--- config.mk ---
export PLATFORM = sky130hd
export DESIGN_NAME = uart_regbank
export DESIGN_NICKNAME = d
export VERILOG_FILES = /design/src/rtl/uart_regbank_pkg.sv /design/src/rtl/uart_regbank_ctrl.sv /design/src/rtl/uart_regbank_dp.sv /design/src/rtl/uart_regbank.sv
export SDC_FILE = /design/constraint.sdc
export NUM_CORES = 1
export LEC_CHECK = 0
export ABC_AREA = 1
export BUFFER_PORTS_ARGS = -buffer_cell sky130_fd_sc_hd__buf_2
export CAP_MARGIN = 20
export CORE_ASPECT_RATIO = 2
export CORE_MARGIN = 4
export CORE_UTILIZATION = 38
export DETAILED_ROUTE_END_ITERATION = 16
export GPL_ROUTABILITY_DRIVEN = 0
export PLACE_DENSITY = 0.7
export SLEW_MARGIN = 20
export SYNTH_ARGS = -nofsm -noshare
export SYNTH_HDL_FRONTEND = slang
export SYNTH_SLANG_ARGS = --single-unit
--- constraint.sdc ---
create_clock -name clk -period 3.45 [get_ports clk]
set_input_delay 0.69 -clock clk [delete_from_list [all_inputs] [get_ports clk]]
set_output_delay 0.69 -clock clk [all_outputs]
set_load 0.005 [all_outputs]
--- src/rtl/uart_regbank_pkg.sv ---
package uart_regbank_pkg;

  localparam logic [5:0] OFS_MODE   = 6'h00;
  localparam logic [5:0] OFS_RATE   = 6'h04;
  localparam logic [5:0] OFS_CTRL   = 6'h08;
  localparam logic [5:0] OFS_TXDATA = 6'h0C;
  localparam logic [5:0] OFS_STAT   = 6'h10;
  localparam logic [5:0] OFS_RXDATA = 6'h14;
  localparam logic [5:0] OFS_FIFO   = 6'h18;
  localparam logic [5:0] OFS_COUNT  = 6'h1C;
  localparam logic [5:0] OFS_PORT   = 6'h20;
  localparam logic [5:0] OFS_LINE   = 6'h24;

  localparam logic [7:0] MODE_KEEP = 8'h7B;
  localparam logic [7:0] CTRL_KEEP = 8'hFA;
  localparam logic [7:0] PORT_KEEP = 8'hF3;

  // status and control bit positions
  localparam int ST_TEND = 6;
  localparam int ST_TDE  = 5;
  localparam int ST_BRK  = 4;
  localparam int ST_RDF  = 1;
  localparam int ST_DR   = 0;
  localparam int CT_TIE  = 7;
  localparam int CT_RIE  = 6;
  localparam int CT_TE   = 5;

  typedef enum logic [2:0] {
    SEL_ZERO, SEL_MODE, SEL_CTRL, SEL_STAT,
    SEL_RXDATA, SEL_FIFO, SEL_COUNT, SEL_PORT
  } rdSel_e;

  typedef struct packed {
    logic   wrMode;
    logic   wrRate;
    logic   wrCtrl;
    logic   wrTxData;
    logic   wrStat;
    logic   wrFifo;
    logic   wrPort;
    logic   rdStat;
    logic   rdStb;
    rdSel_e rdSel;
  } regStrobes_t;

endpackage

--- src/rtl/uart_regbank_ctrl.sv ---
module uart_regbank_ctrl
  import uart_regbank_pkg::*;
#(
  parameter int ADDR_W = 6,
  parameter int CNT_W  = 5
) (
  input  logic              busWr,
  input  logic              busRd,
  input  logic [ADDR_W-1:0] busAddr,
  input  logic [CNT_W-1:0]  rxCount,
  output regStrobes_t       strb,
  output logic              rxPop
);

  localparam logic [ADDR_W-1:0] A_MODE   = ADDR_W'(OFS_MODE);
  localparam logic [ADDR_W-1:0] A_RATE   = ADDR_W'(OFS_RATE);
  localparam logic [ADDR_W-1:0] A_CTRL   = ADDR_W'(OFS_CTRL);
  localparam logic [ADDR_W-1:0] A_TXDATA = ADDR_W'(OFS_TXDATA);
  localparam logic [ADDR_W-1:0] A_STAT   = ADDR_W'(OFS_STAT);
  localparam logic [ADDR_W-1:0] A_RXDATA = ADDR_W'(OFS_RXDATA);
  localparam logic [ADDR_W-1:0] A_FIFO   = ADDR_W'(OFS_FIFO);
  localparam logic [ADDR_W-1:0] A_COUNT  = ADDR_W'(OFS_COUNT);
  localparam logic [ADDR_W-1:0] A_PORT   = ADDR_W'(OFS_PORT);

  always_comb begin
    strb          = '0;
    strb.rdSel    = SEL_ZERO;
    strb.wrMode   = busWr && (busAddr == A_MODE);
    strb.wrRate   = busWr && (busAddr == A_RATE);
    strb.wrCtrl   = busWr && (busAddr == A_CTRL);
    strb.wrTxData = busWr && (busAddr == A_TXDATA);
    strb.wrStat   = busWr && (busAddr == A_STAT);
    strb.wrFifo   = busWr && (busAddr == A_FIFO);
    strb.wrPort   = busWr && (busAddr == A_PORT);
    strb.rdStb    = busRd;
    strb.rdStat   = busRd && (busAddr == A_STAT);
    if (busRd) begin
      unique case (busAddr)
        A_MODE:   strb.rdSel = SEL_MODE;
        A_CTRL:   strb.rdSel = SEL_CTRL;
        A_STAT:   strb.rdSel = SEL_STAT;
        A_RXDATA: strb.rdSel = (rxCount != '0) ? SEL_RXDATA : SEL_ZERO;
        A_FIFO:   strb.rdSel = SEL_FIFO;
        A_COUNT:  strb.rdSel = SEL_COUNT;
        A_PORT:   strb.rdSel = SEL_PORT;
        default:  strb.rdSel = SEL_ZERO;
      endcase
    end
  end

  assign rxPop = busRd && (busAddr == A_RXDATA) && (rxCount != '0);

endmodule

--- src/rtl/uart_regbank_dp.sv ---
module uart_regbank_dp
  import uart_regbank_pkg::*;
#(
  parameter int DATA_W = 16,
  parameter int BYTE_W = 8,
  parameter int CNT_W  = 5
) (
  input  logic              clk,
  input  logic              rstN,
  input  regStrobes_t       strb,
  input  logic [DATA_W-1:0] wrData,
  input  logic [BYTE_W-1:0] rxHead,
  input  logic [CNT_W-1:0]  rxCount,
  input  logic              brkSet,
  input  logic              rdfSet,
  input  logic              drSet,
  output logic [DATA_W-1:0] rdData,
  output logic [BYTE_W-1:0] txByte,
  output logic              txValid,
  output logic [BYTE_W-1:0] modeReg,
  output logic [BYTE_W-1:0] rateReg,
  output logic [BYTE_W-1:0] ctrlReg,
  output logic [DATA_W-1:0] fifoReg,
  output logic [BYTE_W-1:0] portReg,
  output logic              txIrq,
  output logic              rxIrq
);

  localparam logic [BYTE_W-1:0] RATE_RST = '1;
  localparam logic [BYTE_W-1:0] CTRL_RST = BYTE_W'(1 << CT_TE);

  logic tendFlag, tdeFlag, brkFlag, rdfFlag, drFlag;
  logic [BYTE_W-1:0] wrByte;
  logic [BYTE_W-1:0] statByte;
  logic [DATA_W-1:0] rdMux;
  logic rearm;

  assign wrByte = wrData[BYTE_W-1:0];
  assign rearm  = strb.rdStat && ctrlReg[CT_TE];

  always_comb begin
    statByte          = '0;
    statByte[ST_TEND] = tendFlag;
    statByte[ST_TDE]  = tdeFlag;
    statByte[ST_BRK]  = brkFlag;
    statByte[ST_RDF]  = rdfFlag;
    statByte[ST_DR]   = drFlag;
  end

  always_comb begin
    unique case (strb.rdSel)
      SEL_MODE:   rdMux = DATA_W'(modeReg);
      SEL_CTRL:   rdMux = DATA_W'(ctrlReg);
      SEL_STAT:   rdMux = DATA_W'(statByte);
      SEL_RXDATA: rdMux = DATA_W'(rxHead);
      SEL_FIFO:   rdMux = fifoReg;
      SEL_COUNT:  rdMux = DATA_W'(rxCount);
      SEL_PORT:   rdMux = DATA_W'(portReg);
      default:    rdMux = '0;
    endcase
  end

  // configuration registers and read port
  always_ff @(posedge clk) begin
    if (!rstN) begin
      modeReg <= '0;
      rateReg <= RATE_RST;
      ctrlReg <= CTRL_RST;
      fifoReg <= '0;
      portReg <= '0;
      rdData  <= '0;
      txByte  <= '0;
      txValid <= 1'b0;
    end else begin
      txValid <= strb.wrTxData;
      if (strb.wrTxData) txByte  <= wrByte;
      if (strb.wrMode)   modeReg <= wrByte & MODE_KEEP;
      if (strb.wrRate)   rateReg <= wrByte;
      if (strb.wrCtrl)   ctrlReg <= wrByte & CTRL_KEEP;
      if (strb.wrFifo)   fifoReg <= wrData;
      if (strb.wrPort)   portReg <= wrByte & PORT_KEEP;
      if (strb.rdStb)    rdData  <= rdMux;
    end
  end

  // status flags: later assignments take priority
  always_ff @(posedge clk) begin
    if (!rstN) begin
      tendFlag <= 1'b1;
      tdeFlag  <= 1'b1;
      brkFlag  <= 1'b0;
      rdfFlag  <= 1'b0;
      drFlag   <= 1'b0;
    end else begin
      if (strb.wrStat && !wrData[ST_TEND]) tendFlag <= 1'b0;
      if (strb.wrCtrl && !wrData[CT_TE])   tendFlag <= 1'b1;
      if (rearm)                           tendFlag <= 1'b1;

      if (strb.wrStat && !wrData[ST_TDE])  tdeFlag <= 1'b0;
      if (strb.wrTxData)                   tdeFlag <= 1'b0;
      if (rearm)                           tdeFlag <= 1'b1;

      if (strb.wrStat && !wrData[ST_BRK])  brkFlag <= 1'b0;
      if (brkSet)                          brkFlag <= 1'b1;

      if (strb.wrStat && !wrData[ST_RDF])  rdfFlag <= 1'b0;
      if (rdfSet)                          rdfFlag <= 1'b1;

      if (strb.wrStat && !wrData[ST_DR])   drFlag <= 1'b0;
      if (drSet)                           drFlag <= 1'b1;
    end
  end

  // interrupt lines
  always_ff @(posedge clk) begin
    if (!rstN) begin
      txIrq <= 1'b0;
      rxIrq <= 1'b0;
    end else begin
      if (strb.wrCtrl) txIrq <= wrData[CT_TIE];
      if (strb.wrStat && (!wrData[ST_RDF] || !wrData[ST_DR])) rxIrq <= 1'b0;
      if (strb.wrCtrl && !wrData[CT_RIE]) rxIrq <= 1'b0;
      if (rdfSet && ctrlReg[CT_RIE]) rxIrq <= 1'b1;
    end
  end


  wr_onehot_chk: assert property (@(posedge clk) disable iff (!rstN)
    $onehot0({strb.wrMode, strb.wrRate, strb.wrCtrl, strb.wrTxData,
              strb.wrStat, strb.wrFifo, strb.wrPort}));


  tx_pulse_chk: assert property (@(posedge clk) disable iff (!rstN)
    strb.wrTxData |=> (txValid && !tdeFlag && txByte == $past(wrByte)));


  tx_irq_chk: assert property (@(posedge clk) disable iff (!rstN)
    strb.wrCtrl |=> (txIrq == $past(wrData[CT_TIE])));


  rx_irq_off_chk: assert property (@(posedge clk) disable iff (!rstN)
    (strb.wrCtrl && !wrData[CT_RIE] && !rdfSet) |=> !rxIrq);


  rearm_chk: assert property (@(posedge clk) disable iff (!rstN)
    (strb.rdStat && ctrlReg[CT_TE]) |=> (tdeFlag && tendFlag));


  rx_irq_on_chk: assert property (@(posedge clk) disable iff (!rstN)
    (rdfSet && ctrlReg[CT_RIE]) |=> (rxIrq && rdfFlag));

endmodule

--- src/rtl/uart_regbank.sv ---
module uart_regbank
  import uart_regbank_pkg::*;
#(
  parameter int ADDR_W     = 6,
  parameter int DATA_W     = 16,
  parameter int BYTE_W     = 8,
  parameter int FIFO_DEPTH = 16,
  localparam int CNT_W     = $clog2(FIFO_DEPTH + 1)
) (
  input  logic              clk,
  input  logic              rstN,
  input  logic              busWr,
  input  logic              busRd,
  input  logic [ADDR_W-1:0] busAddr,
  input  logic [DATA_W-1:0] busWrData,
  output logic [DATA_W-1:0] busRdData,
  output logic [BYTE_W-1:0] txByte,
  output logic              txValid,
  input  logic [BYTE_W-1:0] rxHead,
  input  logic [CNT_W-1:0]  rxCount,
  output logic              rxPop,
  input  logic              brkSet,
  input  logic              rdfSet,
  input  logic              drSet,
  output logic [BYTE_W-1:0] modeCfg,
  output logic [BYTE_W-1:0] rateCfg,
  output logic [BYTE_W-1:0] ctrlCfg,
  output logic [DATA_W-1:0] fifoCfg,
  output logic [BYTE_W-1:0] portCfg,
  output logic              txIrq,
  output logic              rxIrq
);

  regStrobes_t strb;

  uart_regbank_ctrl #(.ADDR_W(ADDR_W), .CNT_W(CNT_W)) ctrl_i (
    .busWr(busWr), .busRd(busRd), .busAddr(busAddr),
    .rxCount(rxCount), .strb(strb), .rxPop(rxPop)
  );

  uart_regbank_dp #(.DATA_W(DATA_W), .BYTE_W(BYTE_W), .CNT_W(CNT_W)) dp_i (
    .clk(clk), .rstN(rstN), .strb(strb), .wrData(busWrData),
    .rxHead(rxHead), .rxCount(rxCount),
    .brkSet(brkSet), .rdfSet(rdfSet), .drSet(drSet),
    .rdData(busRdData), .txByte(txByte), .txValid(txValid),
    .modeReg(modeCfg), .rateReg(rateCfg), .ctrlReg(ctrlCfg),
    .fifoReg(fifoCfg), .portReg(portCfg),
    .txIrq(txIrq), .rxIrq(rxIrq)
  );

endmodule

=== Word level (Yosys, flattened, before mapping) ===
Index checks and enable logic that the tools add are counted.

* Bits in registers: 74
* Input port bits: 42
* Output and inout port bits: 76

* Equality and inequality tests: 15
* Multiplexer cells: 15
* Bitwise logic cells: 1
* Reduce and logical (&&, ||, !) cells: 35

{| class="wikitable"
|+ Operators by type and width
! operator !! count
|-
| 16-bit case mux with 7 select lines || 1
|-
| 6-bit by 5-bit equality test with 1-bit output, second input constant || 4
|-
| 3-bit case mux with 7 select lines || 1
|-
| 1-bit logical AND || 20
|-
| 3-bit equality test, second input constant || 4
|-
| 6-bit by 4-bit equality test with 1-bit output, second input constant || 2
|-
| 1-bit two-way mux || 11
|-
| 2-bit nonzero test || 4
|-
| 3-bit by 2-bit equality test with 1-bit output, second input constant || 2
|-
| 6-bit by 3-bit equality test with 1-bit output, second input constant || 1
|-
| 6-bit equality test, second input constant || 1
|-
| 6-bit zero test || 1
|-
| 3-bit two-way mux || 2
|-
| 1-bit zero test || 5
|-
| 5-bit nonzero test || 1
|-
| 3-bit by 1-bit equality test with 1-bit output, second input constant || 1
|-
| 3-bit nonzero test || 1
|-
| 3-bit OR reduction || 1
|-
| 2-bit OR reduction || 1
|-
| 1-bit logical OR || 1
|-
| 1-bit NOT || 1
|}

=== Logic depth before layout (Yosys ltp) ===
* Depth in word-level cells: 6
* Mapped depth: 14
* Depth with buffers taken out: 13

=== Hierarchy ===
Synthesis repeated with hierarchy kept, for this count alone.

* Cell total of the unflattened synthesis: 454
* Area, all modules: 3241.9 um^2

{| class="wikitable"
|+ Modules (own cells, without submodules)
! module !! times used !! cells an instance !! area each (um^2) !! seq. area each (um^2)
|-
| uart_regbank_dp || 1 || 406 || 3012.9 || 1461.4
|-
| uart_regbank_ctrl || 1 || 48 || 229.0 || 0.0
|}

=== Worst setup path before layout ===
No wires, ideal clock.

* Path kind: input to output
* Start: input port busAddr[1]
* End: output port rxPop
* Data arrival time: 1.260 ns
* Required time: 2.760 ns
* Slack: 1.500 ns
* Stages on the path: 5
* Cells stage by stage: nor2_4 -> nand3_2 -> nor2_2 -> nand3_2 -> clkinv_1

* Cells in the longest elaborated chain, start to end: 3

{| class="wikitable"
|+ RTL lines
! item !! line !! source
|-
| from (decl) || uart_regbank.sv:14 || <nowiki>input logic [ADDR_W-1:0] busAddr,</nowiki>
|-
| 6-bit by 5-bit equality test with 1-bit output || uart_regbank_ctrl.sv:51 || <nowiki>assign rxPop = busRd && (busAddr == A_RXDATA) && (rxCount != '0);</nowiki>
|-
| 1-bit logical AND (2 in a row) || uart_regbank_ctrl.sv:51 ||
|-
| to (decl) || uart_regbank.sv:21 || <nowiki>output logic rxPop,</nowiki>
|}

No other way between the ends.

=== Worst setup path after layout ===
Same ends and word-level chain as after synthesis.

==> results.toml <==
[run_status]
status = "completed"

[final_layout]
nets = 591
drive_gt1_share_pct = 26.5
area_delta_synth_final_pct = 28.2
utilization_pct = 50.5
n_antenna_cell = 0
final_cells = 650
final_area_mm2 = 0.00404

[sta]
period_share_pct = 68.2
maxSlewViolCount = 0
rsz0062_at_grt = "no"
worst_slew_pin_slew_ns = 0.715
fmax_mhz = 425
max_slew_margin_pct = 52.2
fin_worst_skew_ns = 0.00403
finalHoldViolations = 0
period_minus_slack_ns = 2.35
timing.setup.tns_ns = 0
finalSetupViolCount = 0

[power]
internal_power_mw = 1.50
power_switching_mw = 0.405
swShare_pct = 21.2
power.share.clock_pct = 49.7
power_density_mw_per_mm2 = 472
seqPwrFrac_pct = 45.0
peakVddDrop_uv = 324
power_frac_comb_pct = 5.3
p_leak_nw = 2.06

[setup_path]
cp-start-kind = "input port"
worstSetupPathDepth = 7
critPathMaxStageDelay_ns = 0.21
cp_max_fo = 9
critPathTopFamily = "simple AND/OR/NAND/NOR gates"
reg2reg_to = "dp_i.rdData[3]"
cpMaxStageDelayCell = "nor2_4"
crit_start = "busAddr[1]"
cp_num_buf_inv = 3
rr_startpoint = "dp_i.fifoReg[3]"
r2r_setup_slack_ns = 2.52
rr_worst_depth = 6
required_ns = 2.76
crit_type = "in -> out"
path_cells = "buf_2 -> nor2_4 -> nand3_2 -> nor2_2 -> nand3_2 -> clkinv_1 -> buf_2"
endpoint = "rxPop"
worstPathArrival_ns = 1.66
end_kind = "output port"

[route]
vias_per_cell = 5.07
drt_iter0_drc = 177
drt_pass1_iterations = 5
routedWlPerCell_um = 16.1
antenna_left = 0
drt-total-wl_um = 10500
num_vias = 3298
drc = 0

[synthesis]
syn_area_mm2 = 0.00315
yosys_warnings = 0
synthCells = 443
yosysSeqAreaShare_pct = 46.4
ys_ff_latch = 73
netlist-cell-type-count = 25
synth_area_per_cell_um2 = 7.11

[hold_path]
hp-start = "dp_i.rateReg[3]"
min_path_type = "reg -> reg"

[cts]
cts-htree-levels = 3
clockBufferDepth = 2
numCtsBuffers = 9
ctsHoldBuffers = 0
root_buffer = "clkbuf_16"
clk_latency_ns = 0.33
post_cts_buffers = 0
post_cts_resized = 0
path_clk_slew_ns = 0.05
cts_tree = "done"
cts.sink_count = 73

[global_routing]
grt_overflow = 0
grtUsageTotal_pct = 21.3
antenna_found_initial = 0
grt_start_max_net_pins = 41
grt_pass1_wl_um = 16000
grt_pass1_vias = 3205

[die]
core_area_mm2 = 0.00800
rows = 46
die_area_mm2 = 0.00990
start_util_pct = 39.4
die_h_um = 137
io_pins = 118
fp.dieW_um = 72.4

[job]
maxCapViolCount = 0

[placed_design]
io_buffer_count = 111
dp.cells = 634
dp_hpwl_um = 7950
placed_area_mm2 = 0.00373
-- state kept, by name, summed over array words and instances (netlist names), 6 cells and up --
name,flops
dp_i.rateReg,8
dp_i.ctrlReg,6
dp_i.txByte,8
dp_i.modeReg,6
dp_i.fifoReg,16
dp_i.rdData,16
dp_i.portReg,6
-- cells in the final DEF, fill, tap and decap left out, drive strengths merged --
master	count
nand2	94
clkinv	4
nor4	1
a21oi	34
dfxtp	73
o21ai	45
a21boi	2
clkbuf	14
inv	38
nand4	1
o32ai	1
nand3	39
buf	114
o211ai	7
nor2	77
conb	6
bufinv	1
nor3	3
-- power by group through the flow --
stage / Sequential (mW) / Clock [mW] / Combinational [mW]
floorplan: 0.874 / 0 / 0.0523
detailed placement: 0.877 / 0 / 0.101
global route: 0.859 / 1.00 / 0.112
finish: 0.859 / 0.948 / 0.101
CTS: 0.858 / 0.970 / 0.102
global placement: 0.877 / 0 / 0.0993
-- cells in the mapped netlist --
master	number	area, um^2
buf_6	2	22.5
inv_2	4	15.0
nor2_4	2	22.5
clkbuf_1	13	48.8
a21oi_1	34	170
nand2_1	91	342
o32ai_1	1	8.76
nand2_2	3	18.8
nand4_1	1	6.26
nor2_1	69	259
buf_4	8	60.1
o21ai_0	45	225
o211ai_1	7	52.6
buf_2	1	5.00
nor3_2	1	10.0
conb_1	1	3.75
nand3_2	3	30.0
inv_1	34	128
nor3_1	2	10.0
clkinv_1	3	11.3
nand3_1	36	180
nor2_2	6	37.5
dfxtp_1	73	1460
nor4_1	1	6.26
a21boi_1	2	15.0
-- logic make-up (layout without fill, tap and decap cells) --
kind of cell | Yosys count | count (layout) | share of synthesized area [%]
buf+inv | 65 | 171 | 9.22
other cells | 1 | 6 | 0.119
flops | 73 | 73 | 46.4
simple gates | 215 | 215 | 29.3
compound gates | 89 | 89 | 15.0
-- metal layers --
layer  track usage, %  vias to the layer above  wire, um
li1                 -                     1626         -
met1             22.2                     1504      3810
met2             39.3                      130      5520
met3             3.16                       38       594
met4             12.5                        0       539
met5                0                        -         0
-- how the worst min path moves through the flow --
stage / to / cells past startpoint
finish: dp_i.rateReg[3] / 2
global route: dp_i.rateReg[5] / 2
floorplan: dp_i.rdfFlag / 2
detailed placement: dp_i.rateReg[3] / 2
CTS: dp_i.rateReg[3] / 2
global placement: dp_i.rdData[11] / 2
-- layout make-up --
type / instances / area [um^2]
fillers: 819 / 3960
flip-flops and latches: 73 / 1460
multi-input cells: 310 / 1420
repair buffers: 114 / 578
clock buffers: 14 / 274
inverters: 41 / 154
well taps: 96 / 120
clock inverters: 2 / 35.0
-- tightest hold or removal path: stages, from the launching register on --
cell and delay [ns]:
dfxtp_1 0.32, nand2_1 0.05, nand3_1 0.05
-- metrics by stage --
step | setup slack [ns] | hold slack [ns] | power, mW
6_report | 1.10 | 0.458 | 1.91
5_1_grt | 0.986 | 0.484 | 1.97
4_1_cts | 1.08 | 0.457 | 1.93
3_5_place_dp | 0.975 | 0.442 | 0.978
3_3_place_gp | 1.05 | 0.452 | 0.976
2_1_floorplan | 1.50 | 0.449 | 0.926
Power figures use the tool's default switching activity.
